**src/rtl/ctx_cam_pkg.sv**
```systemverilog
package ctx_cam_pkg;
  typedef enum logic [1:0] {
    RING_USER = 2'd0,
    RING_OS   = 2'd1,
    RING_POOL = 2'd2,
    RING_PHYS = 2'd3
  } ring_e;

  typedef struct packed {
    logic  hit;
    logic  unsup;
    ring_e ring;
  } cam_res_t;

  localparam int NUM_CMP = 3; // physical, pool, OS
endpackage

```
**src/rtl/ctx_cam_physid.sv**
```systemverilog
module ctx_cam_physid #(
  parameter int BLK_W = 4,
  parameter int IDX_W = 24,
  parameter int TID_W = 8
) (
  input  logic [BLK_W-1:0]       blk_id,
  input  logic                   tid_wide,
  input  logic [TID_W-1:0]       thread_id,
  output logic [BLK_W+IDX_W-1:0] phys_id
);
  localparam int NARROW_W = TID_W - 1;

  logic [IDX_W-1:0] idx;

  always_comb begin
    idx = '0;
    if (tid_wide) begin
      idx[TID_W-1:0] = thread_id;
      idx[TID_W]     = 1'b1;
    end else begin
      idx[NARROW_W-1:0] = thread_id[NARROW_W-1:0];
      idx[NARROW_W]     = 1'b1;
    end
  end

  assign phys_id = {blk_id, idx};
endmodule

```
**src/rtl/ctx_cam_cmp.sv**
```systemverilog
module ctx_cam_cmp #(
  parameter int ID_W = 28
) (
  input  logic            vld,
  input  logic [ID_W-1:0] ring_id,
  input  logic [ID_W-1:0] target,
  output logic            hit
);
  assign hit = vld && (ring_id == target);
endmodule

```
**src/rtl/ctx_cam_sel.sv**
```systemverilog
module ctx_cam_sel
  import ctx_cam_pkg::*;
#(
  parameter int LS_W = 8
) (
  input  logic               fmt,
  input  logic               ignore,
  input  logic [NUM_CMP-1:0] cmp_hit,   // [0] phys, [1] pool, [2] os
  input  logic [LS_W:0]      user_word,
  input  logic [LS_W-1:0]    want_ls,
  output cam_res_t           res
);
  logic user_ok;
  assign user_ok = user_word[LS_W] && (user_word[LS_W-1:0] == want_ls);

  always_comb begin
    res = '{hit: 1'b0, unsup: 1'b0, ring: RING_USER};
    if (fmt) begin
      if (cmp_hit[2] && user_ok) res = '{hit: 1'b1, unsup: 1'b0, ring: RING_USER};
    end else if (ignore) begin
      res.unsup = 1'b1;
    end else if (cmp_hit[0]) begin
      res = '{hit: 1'b1, unsup: 1'b0, ring: RING_PHYS};
    end else if (cmp_hit[1]) begin
      res = '{hit: 1'b1, unsup: 1'b0, ring: RING_POOL};
    end else if (cmp_hit[2]) begin
      res = '{hit: 1'b1, unsup: 1'b0, ring: RING_OS};
    end
  end
endmodule

```
**src/rtl/ctx_cam_match.sv**
```systemverilog
module ctx_cam_match
  import ctx_cam_pkg::*;
#(
  parameter int BLK_W = 4,
  parameter int IDX_W = 24,
  parameter int LS_W  = 8,
  parameter int TID_W = 8
) (
  input  logic                   clk,
  input  logic                   rst,
  input  logic                   start,
  input  logic                   tgt_fmt,
  input  logic [BLK_W-1:0]       tgt_blk,
  input  logic [IDX_W-1:0]       tgt_idx,
  input  logic                   tgt_ignore,
  input  logic [LS_W-1:0]        tgt_ls,
  input  logic [BLK_W-1:0]       cfg_blk_id,
  input  logic                   cfg_tid_wide,
  input  logic [TID_W-1:0]       thread_id,
  input  logic                   phys_vld,
  input  logic [BLK_W+IDX_W:0]   pool_word,
  input  logic [BLK_W+IDX_W:0]   os_word,
  input  logic [LS_W:0]          user_word,
  output logic                   res_valid,
  output logic                   res_hit,
  output logic [1:0]             res_ring,
  output logic                   res_unsup
);
  localparam int ID_W = BLK_W + IDX_W;

  logic [ID_W-1:0]    target;
  logic [ID_W-1:0]    phys_id;
  logic [ID_W-1:0]    ring_id  [NUM_CMP];
  logic [NUM_CMP-1:0] ring_vld;
  logic [NUM_CMP-1:0] cmp_hit;
  cam_res_t           nxt;

  assign target = {tgt_blk, tgt_idx};

  ctx_cam_physid #(.BLK_W(BLK_W), .IDX_W(IDX_W), .TID_W(TID_W)) u_physid (
    .blk_id    (cfg_blk_id),
    .tid_wide  (cfg_tid_wide),
    .thread_id (thread_id),
    .phys_id   (phys_id)
  );

  assign ring_id[0]  = phys_id;
  assign ring_vld[0] = phys_vld;
  assign ring_id[1]  = pool_word[ID_W-1:0];
  assign ring_vld[1] = pool_word[ID_W];
  assign ring_id[2]  = os_word[ID_W-1:0];
  assign ring_vld[2] = os_word[ID_W];

  for (genvar g = 0; g < NUM_CMP; g++) begin : g_cmp
    ctx_cam_cmp #(.ID_W(ID_W)) u_cmp (
      .vld     (ring_vld[g]),
      .ring_id (ring_id[g]),
      .target  (target),
      .hit     (cmp_hit[g])
    );
  end

  ctx_cam_sel #(.LS_W(LS_W)) u_sel (
    .fmt       (tgt_fmt),
    .ignore    (tgt_ignore),
    .cmp_hit   (cmp_hit),
    .user_word (user_word),
    .want_ls   (tgt_ls),
    .res       (nxt)
  );

  always_ff @(posedge clk) begin
    if (rst) begin
      res_valid <= 1'b0;
      res_hit   <= 1'b0;
      res_ring  <= 2'd0;
      res_unsup <= 1'b0;
    end else begin
      res_valid <= start;
      if (start) begin
        res_hit   <= nxt.hit;
        res_ring  <= nxt.ring;
        res_unsup <= nxt.unsup;
      end
    end
  end
endmodule

```
**config.mk**
```make
export PLATFORM = sky130hd
export DESIGN_NAME = ctx_cam_match
export DESIGN_NICKNAME = d
export VERILOG_FILES = /design/src/rtl/ctx_cam_pkg.sv /design/src/rtl/ctx_cam_physid.sv /design/src/rtl/ctx_cam_cmp.sv /design/src/rtl/ctx_cam_sel.sv /design/src/rtl/ctx_cam_match.sv
export SDC_FILE = /design/constraint.sdc
export NUM_CORES = 1
export LEC_CHECK = 0
export BUFFER_PORTS_ARGS = -buffer_cell sky130_fd_sc_hd__buf_2
export CAP_MARGIN = 20
export CORE_UTILIZATION = 34
export CTS_BUF_LIST = sky130_fd_sc_hd__clkbuf_8 sky130_fd_sc_hd__clkbuf_16
export DETAILED_ROUTE_END_ITERATION = 16
export PLACE_DENSITY = 0.82
export SLEW_MARGIN = 20
export SYNTH_ARGS = -nofsm -noshare
export SYNTH_HDL_FRONTEND = slang
export SYNTH_SLANG_ARGS = --single-unit
```
**constraint.sdc**
```tcl
create_clock -name clk -period 1.66 [get_ports clk]
set_clock_uncertainty 0.05 [all_clocks]
set_input_delay 0.166 -clock clk [delete_from_list [all_inputs] [get_ports clk]]
set_output_delay 0.166 -clock clk [all_outputs]
set_load 0.05 [all_outputs]
```
==> flow_summary.toml <==
[yosys]
ys_ff_latch = 5
synth_edf_count = 0
syn-cell-area_um2 = 1100
synth_top_area_share_pct = 39.9
synth_area_per_cell_um2 = 7.96
yosysTopAreaCell = "xnor2_1"
yosysMostFrequentCell = "xnor2_1"
ys_types = 24
syn_nets = 260
yosysWarningCount = 0
synthCells = 138
synthTopCellsByCount = "xnor2_1, xor2_1, nand4_1"
ys_seq_area_share_pct = 9.11
synthTopCellsByArea = "xnor2_1, xor2_1, dfxtp_1"
ys.flop_type = "dfxtp_1"
async_reset_ff_share_pct = 0

[outcome]
outcome = "complete, no violations"

[hold_path]
hp-class = "in -> reg"

[critical_path]
slowest_stage = "nor4_2"
endpoint_kind = "flop"
critPathTopFamily = "simple AND/OR/NAND/NOR gates"
worstPathRequired_ns = 1.78
cp_data_arrival_time_ns = 1.49
slowest_delay_ns = 0.35
path_max_fanout = 4
timing.critical_path.buf_inv = 1
worstSetupStartpointType = "input port"
cp_cell_sequence = "buf_2 > nor2b_1 > a221o_1 > nor4_2 > nand3_1 > o21ai_1 > a22o_2"
crit_type = "in -> reg"

[global_routing]
grt_remaining_overflow = 0
grt_start_max_net_pins = 5
first_global_vias = 1324
grt_first_pass_wirelength_um = 5530
track_usage_pct = 21.4
antenna_found_initial = 0

[detailed_routing]
postRouteAntennaNets = 0
drc = 0
first_pass_iters = 6
dr.first_iter.drc_count = 55
post_drt_via_cell_ratio = 4.64
drt-total-wl_um = 3810
wl_per_cell_um = 12.2
vias = 1448

[cells_and_area]
drive_gt1_share_pct = 49.3
final-seq-area_um2 = 100
multiInputGateArea_um2 = 987
finalCoreUtilization_pct = 59.9
insertedDiodeCount = 0
instances_no_fill = 312
nNetsFinal = 391
syn2layout_area_growth_pct = 66.5
nFillCells = 322

[die]
rows = 20
fp.coreArea_um2 = 3050
ioPinCount = 127
dieHeight_um = 58.8
die-area_um2 = 3460
fp.dieW_um = 58.8
start_util_pct = 36.0

[sta]
worst_pin_slew_ns = 0.362
finalCriticalPeriod_ns = 1.37
finalWorstSetupSlack_ns = 0.288
rsz0062_at_grt = "false"
final.setup.tns_ns = 0
slew_viol_final = 0
setup_viol = 0
timing.fmax_mhz = 729
slew_headroom_pct = 75.7
finalHoldViolCount = 0
timing.final.crit_share_pct = 82.7

[clock_network]
cts_tree = "yes"
clk_latency_ns = 0.22
max-clock-path-buffers = 2
hold_buffers = 0
clk_pin_slew_ns = 0.04
cts_setup_buffers = 0
cts_resized = 0
cts-root-buf = "clkbuf_8"
cts_buffers = 3
cts_sinks = 5
htree_levels = 1

[pwr]
power_frac_clock_pct = 29.7
leakagePower_nw = 0.865
p_comb_share_pct = 53.7
power_frac_seq_pct = 16.6
vdd_drop_max_mv = 0.199
p_int_mw = 0.505
power.switching_mw = 0.243
power.density_nw_per_um2 = 409
power.share.switching_pct = 32.5
power_mw = 0.748

[place]
dp.final_hpwl_um = 3530
gp_congestion = 0.859
dp.cells = 308
preCtsSetupSlack_ns = 0.0629
portBuffers = 126

[run]
max-cap-violations = 0
-- state kept, by name (all words and copies together), names as in the netlist --
signal,count
res_valid,1
res_unsup,1
res_hit,1
res_ring,2
-- final timing paths --
path | from | end | slack [ns] | depth (start not counted)
worst min-delay path | rst | res_unsup | 0.08 | 2
worst max-delay path | tgt_idx[16] | res_hit | 0.29 | 7
worst max register to register | res_hit | res_hit | 0.96 | 1
worst min register to register | res_ring[1] | res_ring[1] | 0.40 | 1
-- cells by family (layout without fill, tap and decap cells) --
group / after synthesis / after routing / synth area share [%]
XOR/XNOR: 74 / 74 / 59.0
AND/OR/NAND/NOR: 46 / 46 / 24.8
AO/OA/AOI/OAI: 10 / 10 / 6.04
flip-flops: 5 / 5 / 9.11
buffers and inverters: 3 / 133 / 1.02
-- cells in the final DEF (no fill, tap or decap) --
master / Yosys / layout
buf_2: 0 / 126
xnor2_1: 50 / 50
xor2_1: 24 / 24
nand4_1: 14 / 14
nor4_1: 11 / 11
dfxtp_1: 5 / 5
nor2_1: 4 / 4
nand2_1: 4 / 4
nand3_1: 4 / 4
inv_1: 3 / 4
nor2b_1: 3 / 3
clkbuf_8: 0 / 3
a21oi_1: 2 / 2
o21ai_1: 2 / 2
nor4b_1: 1 / 1
a21o_1: 1 / 1
nand2b_1: 1 / 1
nand3b_1: 1 / 1
o21ai_0: 1 / 1
a221o_1: 1 / 1
o22ai_1: 1 / 1
nor4_2: 1 / 1
and3_2: 1 / 1
a21boi_1: 1 / 1
nor3_1: 1 / 1
a22o_2: 1 / 1
-- metal layers --
layer	vias to the layer above	wire length, µm	GRT usage [%]	part of all wire (%)
met1	631	1520	24.4	40
met4	0	23	6.12	0.60
li1	750	-	-	-
met3	4	260	3.96	6.8
met5	-	0	0	0
met2	63	2000	40.1	53
-- final cells by class --
cell class,count,share of cell area (%)
Tap cell,44,3.01
Sequential cell,5,5.47
Inverter,3,0.616
Clock buffer,3,2.26
Timing Repair Buffer,126,34.5
Clock inverter,1,0.205
Multi-Input combinational cell,130,54.0
-- stage by stage --
step	cell area, µm²	hold slack, ns
floorplan	1100	0.185
global placement	1780	0.304
detailed placement	1780	0.307
CTS	1830	0.0789
global route	1830	0.0865
finish	1830	0.0800
-- power by group through the flow --
stage / clock (mW) / sequential, mW / combinational (mW)
2_1_floorplan: 0 / 0.133 / 0.174
3_3_place_gp: 0 / 0.125 / 0.396
3_5_place_dp: 0 / 0.126 / 0.403
4_1_cts: 0.223 / 0.124 / 0.406
5_1_grt: 0.231 / 0.124 / 0.443
6_report: 0.222 / 0.124 / 0.402
Power figures use the tool's default switching activity.
